--- config.mk ---
export PLATFORM = sky130hd
export DESIGN_NAME = lamp_sequencer
export DESIGN_NICKNAME = d
export VERILOG_FILES = /design/src/rtl/lseq_pkg.sv /design/src/rtl/lseq_latch.sv /design/src/rtl/lseq_rto.sv /design/src/rtl/lseq_lamps.sv /design/src/rtl/lamp_sequencer.sv
export SDC_FILE = /design/constraint.sdc
export NUM_CORES = 1
export LEC_CHECK = 0
export CORE_MARGIN = 8
export CORE_UTILIZATION = 50
export DETAILED_ROUTE_END_ITERATION = 12
export DONT_BUFFER_PORTS = 1
export PLACE_DENSITY_LB_ADDON = 0.2
export SYNTH_ARGS = -nofsm -noshare
export SYNTH_HDL_FRONTEND = slang
export SYNTH_SLANG_ARGS = --single-unit
--- constraint.sdc ---
create_clock -name clk_i -period 1.9 [get_ports clk_i]
set_clock_uncertainty 0.15 [all_clocks]
set_input_delay 0.38 -clock clk_i [delete_from_list [all_inputs] [get_ports clk_i]]
set_output_delay 0.38 -clock clk_i [all_outputs]
set_load 0.005 [all_outputs]
--- src/rtl/lseq_pkg.sv ---
package lseq_pkg;

   // Selects how the timers advance: on a strobe, or on every clock.
   typedef enum logic {
      TICK_FREE   = 1'b0,
      TICK_STROBE = 1'b1
   } tick_mode_e;

   // A stage lamp is lit while the run flag is up, the previous stage has
   // finished, and this stage has not.
   function automatic logic stage_lit(input logic run, input logic prev_done,
                                      input logic own_done);
      return run & prev_done & ~own_done;
   endfunction

endpackage

--- src/rtl/lseq_latch.sv ---
module lseq_latch (
   input  logic clk_i,
   input  logic rst_i,
   input  logic start_i,
   input  logic stop_i,
   output logic run_o
);

   logic held_q;

   // Seal-in path: the stored run state is fed back through one register.
   assign run_o = (start_i | held_q) & ~stop_i;

   always_ff @(posedge clk_i) begin
      if (rst_i) held_q <= 1'b0;
      else       held_q <= run_o;
   end

   AST_RUN_SEALS: assert property (@(posedge clk_i) disable iff (rst_i)
      (run_o && !stop_i) |=> (run_o || stop_i)) else $error("seal-in lost");

   AST_RESET_DROPS: assert property (@(posedge clk_i)
      rst_i |=> (held_q == 1'b0)) else $error("latch not cleared");

endmodule

--- src/rtl/lseq_rto.sv ---
module lseq_rto #(
   parameter int                  ACC_W     = 8,
   parameter int                  PRESET    = 5,
   parameter lseq_pkg::tick_mode_e TICK_MODE = lseq_pkg::TICK_STROBE
) (
   input  logic             clk_i,
   input  logic             rst_i,
   input  logic             tick_i,
   input  logic             en_i,
   input  logic             clr_i,
   output logic [ACC_W-1:0] acc_o,
   output logic             reached_o
);

   localparam logic [ACC_W-1:0] PRE_V = ACC_W'(PRESET);
   localparam logic [ACC_W-1:0] ONE_V = ACC_W'(1);

   logic [ACC_W-1:0] acc_q;
   logic             step_ok;
   logic             advance;

   // Choose the time base.
   generate
      if (TICK_MODE == lseq_pkg::TICK_STROBE) begin : g_strobe
         assign step_ok = tick_i;
      end else begin : g_free
         logic unused_tick;
         assign unused_tick = tick_i;
         assign step_ok     = 1'b1;
      end
   endgenerate

   // The count saturates at the preset and is held when disabled.
   assign reached_o = (acc_q >= PRE_V);
   assign advance   = en_i & step_ok & ~reached_o;
   assign acc_o     = acc_q;

   always_ff @(posedge clk_i) begin
      if (rst_i || clr_i) acc_q <= '0;
      else if (advance)   acc_q <= acc_q + ONE_V;
   end

   AST_ACC_CAPPED: assert property (@(posedge clk_i) disable iff (rst_i)
      acc_q <= PRE_V) else $error("count above preset");

   AST_STEP_ONE: assert property (@(posedge clk_i) disable iff (rst_i)
      (en_i && step_ok && !clr_i && acc_q < PRE_V) |=> (acc_q == $past(acc_q) + ONE_V))
      else $error("count did not step");

   AST_HOLD_IDLE: assert property (@(posedge clk_i) disable iff (rst_i)
      (!en_i && !clr_i) |=> $stable(acc_q)) else $error("idle count moved");

   AST_CLEAR_TAKES: assert property (@(posedge clk_i) disable iff (rst_i)
      clr_i |=> (acc_q == '0)) else $error("clear ignored");

   AST_RESET_ZERO: assert property (@(posedge clk_i)
      rst_i |=> (acc_q == '0)) else $error("reset ignored");

   generate
      if (TICK_MODE == lseq_pkg::TICK_STROBE) begin : g_tick_chk
         AST_NO_TICK_HOLD: assert property (@(posedge clk_i) disable iff (rst_i)
            (!tick_i && !clr_i) |=> $stable(acc_q)) else $error("moved without tick");
      end
   endgenerate

endmodule

--- src/rtl/lseq_lamps.sv ---
module lseq_lamps #(
   parameter int STAGES = 2
) (
   input  logic              run_i,
   input  logic [STAGES-1:0] done_i,
   output logic [STAGES-1:0] lamp_o
);

   generate
      for (genvar s = 0; s < STAGES; s++) begin : g_lamp
         if (s == 0) begin : g_first
            assign lamp_o[s] = lseq_pkg::stage_lit(run_i, 1'b1, done_i[s]);
         end else begin : g_next
            assign lamp_o[s] = lseq_pkg::stage_lit(run_i, done_i[s-1], done_i[s]);
         end
      end
   endgenerate

   always_comb begin
      AST_ONE_LAMP: assert ($onehot0(lamp_o)) else $error("two lamps lit");
   end

endmodule

--- src/rtl/lamp_sequencer.sv ---
module lamp_sequencer #(
   parameter int                   ACC_W     = 8,
   parameter int                   PRESET_A  = 5,
   parameter int                   PRESET_B  = 5,
   parameter lseq_pkg::tick_mode_e TICK_MODE = lseq_pkg::TICK_STROBE
) (
   input  logic             clk_i,
   input  logic             rst_i,
   input  logic             tick_i,
   input  logic             start_i,
   input  logic             stop_i,
   output logic             run_o,
   output logic             lamp_a_o,
   output logic             lamp_b_o,
   output logic [ACC_W-1:0] acc_a_o,
   output logic [ACC_W-1:0] acc_b_o
);

   localparam int STAGES  = 2;
   localparam int LAST    = STAGES - 1;
   localparam int ACC_MAX = (1 << ACC_W) - 1;
   localparam int PRESETS [STAGES] = '{PRESET_A, PRESET_B};

   // Elaboration-time parameter checks.
   generate
      if (ACC_W < 1 || ACC_W > 16) begin : g_bad_width
         $error("ACC_W must be 1..16");
      end
      if (PRESET_A < 1 || PRESET_A > ACC_MAX) begin : g_bad_pa
         $error("PRESET_A does not fit ACC_W");
      end
      if (PRESET_B < 1 || PRESET_B > ACC_MAX) begin : g_bad_pb
         $error("PRESET_B does not fit ACC_W");
      end
   endgenerate

   logic                          run;
   logic [STAGES-1:0]             enable;
   logic [STAGES-1:0]             reached;
   logic [STAGES-1:0]             done;
   logic [STAGES-1:0]             lamp;
   logic [STAGES-1:0][ACC_W-1:0]  acc;
   logic                          round_end;

   lseq_latch u_latch (
      .clk_i   (clk_i),
      .rst_i   (rst_i),
      .start_i (start_i),
      .stop_i  (stop_i),
      .run_o   (run)
   );

   // Timer chain: each stage is enabled by the completion of the one before,
   // and the completion of the last stage clears every stage.
   assign round_end = done[LAST];

   generate
      for (genvar s = 0; s < STAGES; s++) begin : g_stage
         if (s == 0) begin : g_head
            assign enable[s] = run;
         end else begin : g_tail
            assign enable[s] = done[s-1];
         end
         assign done[s] = enable[s] & reached[s];

         lseq_rto #(
            .ACC_W     (ACC_W),
            .PRESET    (PRESETS[s]),
            .TICK_MODE (TICK_MODE)
         ) u_rto (
            .clk_i     (clk_i),
            .rst_i     (rst_i),
            .tick_i    (tick_i),
            .en_i      (enable[s]),
            .clr_i     (round_end),
            .acc_o     (acc[s]),
            .reached_o (reached[s])
         );
      end
   endgenerate

   lseq_lamps #(.STAGES(STAGES)) u_lamps (
      .run_i  (run),
      .done_i (done),
      .lamp_o (lamp)
   );

   assign run_o    = run;
   assign lamp_a_o = lamp[0];
   assign lamp_b_o = lamp[1];
   assign acc_a_o  = acc[0];
   assign acc_b_o  = acc[1];

   AST_STOP_DARK: assert property (@(posedge clk_i) disable iff (rst_i)
      stop_i |-> (!run_o && !lamp_a_o && !lamp_b_o)) else $error("stop not dominant");

   AST_ROUND_WRAP: assert property (@(posedge clk_i) disable iff (rst_i)
      (run_o && acc_a_o == ACC_W'(PRESET_A) && acc_b_o == ACC_W'(PRESET_B))
      |=> (acc_a_o == '0 && acc_b_o == '0)) else $error("round did not wrap");

   AST_B_WAITS_A: assert property (@(posedge clk_i) disable iff (rst_i)
      (acc_a_o != ACC_W'(PRESET_A)) |=> $stable(acc_b_o) || acc_b_o == '0)
      else $error("second timer ran early");

endmodule

==> results.yml <==
clocking:
  cts_buffers: 3
  cts_tree: "done"
  clock_latency_ns: 0.29
  cts_root_buffer: "clkbuf_4"
  htreeDepth: 1
  cts_sinks: 17
  clockBufferDepth: 2
  path_clk_slew_ns: 0.10
worst_setup_path:
  crit_chain: "inv_2 > ha_4 > nand2b_4 > a2111o_1 > buf_6 > nor2_4"
  cp-end-kind: "output port"
  critPathMaxFanout: 2
  cp_slowest_cell: "a2111o_1"
  worstPathArrival_ns: 1.65
  critPathKind: "reg -> out"
  startpoint_type: "flop"
  r2r_setup_slack_ns: -0.26
  worstPathRequired_ns: 1.37
  cp_slowest_stage_delay_ns: 0.45
route:
  drtIter0Drc: 15
  drt_pass1_iterations: 4
  vias_per_cell: 6.06
  routed_wl_um: 2230
  vias: 769
  drc: 0
  drtAntennaViolNets: 0
  post_drt_wl_per_cell_um: 17.6
min_path:
  hold_path.class: "in -> reg"
final_layout:
  fin_nets: 123
  drive_gt1_share_pct: 44.1
  final_area_mm2: 0.00113
  antennaDiodeCount: 0
  mostFrequentLayoutCell: "buf_4"
  post-route-util_pct: 75.9
  fill_cells: 99
  syn2layout_area_growth_pct: 42.4
  layout_common_cells: "buf_4, dfxtp_1, and2_1"
synth:
  yosys.area_share.simple_pct: 20.8
  synth_nets: 94
  synth-xor-area-share_pct: 0
  synth_compound_area_share_pct: 22.9
  avgSynthCellArea_um2: 9.56
  synthMuxAreaShare_pct: 0
  synth_warnings: 0
  synthAdderAreaFrac_pct: 9.46
  ys_ff_latch: 17
  syn-cell-area_um2: 793
  synth_top_family_by_area: "compound AO/OA/AOI/OAI gates"
  synth-seq-area-share_pct: 42.9
  yosysUniqueCellTypes: 32
  syn_inst: 83
place:
  place.gp.congestion: 0.831
  place_area_um2: 953
  pre_cts_ws_ns: -0.0974
  io_buffers: 0
  hpwl_um: 1500
power_and_ir_drop:
  vdd_drop_max_mv: 0.399
  p_leak_nw: 0.451
  power_density_mw_per_mm2: 547
run_status:
  violations: "setup timing"
  status: "finished with violations"
die:
  die_w_um: 55.8
  num_io_pins: 24
  initial_core_util_pct: 53.3
  fp-row-count: 14
  coreArea_mm2: 0.00149
  die_area_mm2: 0.00312
  die_h_um: 55.8
global_route:
  grt_pass1_vias: 756
  grt_pass1_wl_um: 3570
  grt_overflow: 0
  grt_usage_pct: 13.4
  antenna_found_initial: 0
  grt_max_degree: 10
sta:
  fin_ws_ns: -0.282
  final-setup-viol-count: 18
  worstMarginPinSlew_ns: 0.344
  min_period_over_period_pct: 115
  finalHoldViolCount: 0
  slew_viol_final: 0
  fmax_ghz: 0.458
  slew_headroom_pct: 77.1
  period_needed_ns: 2.18
  rsz0062_at_grt: "true"
job:
  drv_cap: 0
-- timing repair --
item | in CTS | in global routing
pin swaps | 6 | 4
cloned | 0 | 1
endpoints found under the setup margin | 18 | 18
endpoints found under the hold margin | 1 | 0
hold buffers | 1 | 0
setup buffers | 2 | 2
gates resized for setup | 12 | 12
-- per-layer routing --
| metal | vias up | wire length [um] | GRT usage, % |
|---|---|---|---|
| li1 | 362 | - | - |
| met1 | 374 | 996 | 15.9 |
| met2 | 28 | 1030 | 21.6 |
| met3 | 5 | 182 | 5.02 |
| met4 | 0 | 23 | 4.12 |
| met5 | - | 0 | 0 |
-- where the power goes --
| part | switching, mW | internal (mW) | total [mW] |
|---|---|---|---|
| combinational | 0.0324 | 0.0295 | 0.0619 |
| sequential | 0.00269 | 0.358 | 0.361 |
| clock | 0.113 | 0.0818 | 0.195 |
| total | 0.149 | 0.469 | 0.618 |
-- cell type report --
type	count	area [um2]	share of cell area (%)
Multi-Input combinational cell	58	508	45.0
Sequential cell	17	348	30.8
Timing Repair Buffer	25	201	17.8
Clock buffer	4	26.3	2.33
Inverter	7	26.3	2.33
Tap cell	16	20.0	1.77
-- kinds of logic (layout without fill, tap and decap cells) --
kind of cell,Yosys count,after routing
flops,17,17
compound gates,23,23
buf+inv,8,36
simple gates,29,29
fa+ha+maj,6,6
-- cells in the mapped netlist --
| cell type | number | area, um2 |
|---|---|---|
| a211oi_1 | 1 | 7.51 |
| o211ai_1 | 1 | 7.51 |
| inv_2 | 2 | 7.51 |
| a31o_2 | 1 | 8.76 |
| a21oi_1 | 5 | 25.0 |
| buf_2 | 1 | 5.00 |
| nand2b_1 | 1 | 6.26 |
| clkinv_1 | 1 | 3.75 |
| and2_1 | 8 | 50.1 |
| o21a_1 | 1 | 7.51 |
| nor3_1 | 5 | 25.0 |
| o2111a_1 | 1 | 11.3 |
| nor2b_1 | 1 | 6.26 |
| nand4_1 | 4 | 25.0 |
| or3_1 | 1 | 6.26 |
| nor2_1 | 4 | 15.0 |
| nand3_1 | 1 | 5.00 |
| a2111oi_2 | 1 | 15.0 |
| or4_1 | 1 | 7.51 |
| o21ai_1 | 2 | 10.0 |
| or3_4 | 1 | 11.3 |
| nand2_1 | 2 | 7.51 |
| dfxtp_1 | 17 | 340 |
| o2111ai_1 | 1 | 8.76 |
| a41oi_1 | 1 | 8.76 |
| o21bai_1 | 1 | 7.51 |
| a2111o_1 | 1 | 11.3 |
| o211a_1 | 1 | 10.0 |
| a31oi_2 | 1 | 12.5 |
| inv_1 | 4 | 15.0 |
| ha_1 | 6 | 75.1 |
| o31ai_1 | 4 | 30.0 |
-- flip-flops by register name, summed over array words and instances, names as in the netlist --
| signal | count |
|---|---|
| u_latch.held_q | 1 |
| g_stage.u_rto.acc_o | 16 |
-- path summary, 6_finish.rpt --
kind,from,to,cells after the start
min reg2reg,g_stage[1].u_rto.acc_o[7],g_stage[1].u_rto.acc_o[7],1
min,rst_i,g_stage[1].u_rto.acc_o[2],1
max reg2reg,g_stage[0].u_rto.acc_o[1],g_stage[0].u_rto.acc_o[0],8
max,g_stage[0].u_rto.acc_o[1],lamp_a_o,6
-- metrics by stage --
step                power (mW)  instances  hold slack, ns  TNS [ns]
finish                   0.618        127          0.0288     -3.18
global route             0.640        127          0.0261     -3.97
CTS                      0.607        124          0.0333     -2.95
detailed placement       0.411        117           0.306    -0.952
global placement         0.409        117           0.304    -0.167
floorplan                0.391         83           0.302   -0.0494
-- critical path: cells and delay by family (launching register included) --
family | cells | cell delay (ns)
DFF | 1 | 0.35
AOI/OAI and AO/OA | 1 | 0.45
and+or+nand+nor | 2 | 0.22
buffers and inverters | 2 | 0.19
adders and majority gates | 1 | 0.14
Note: power is estimated with default switching activity, not from simulation.
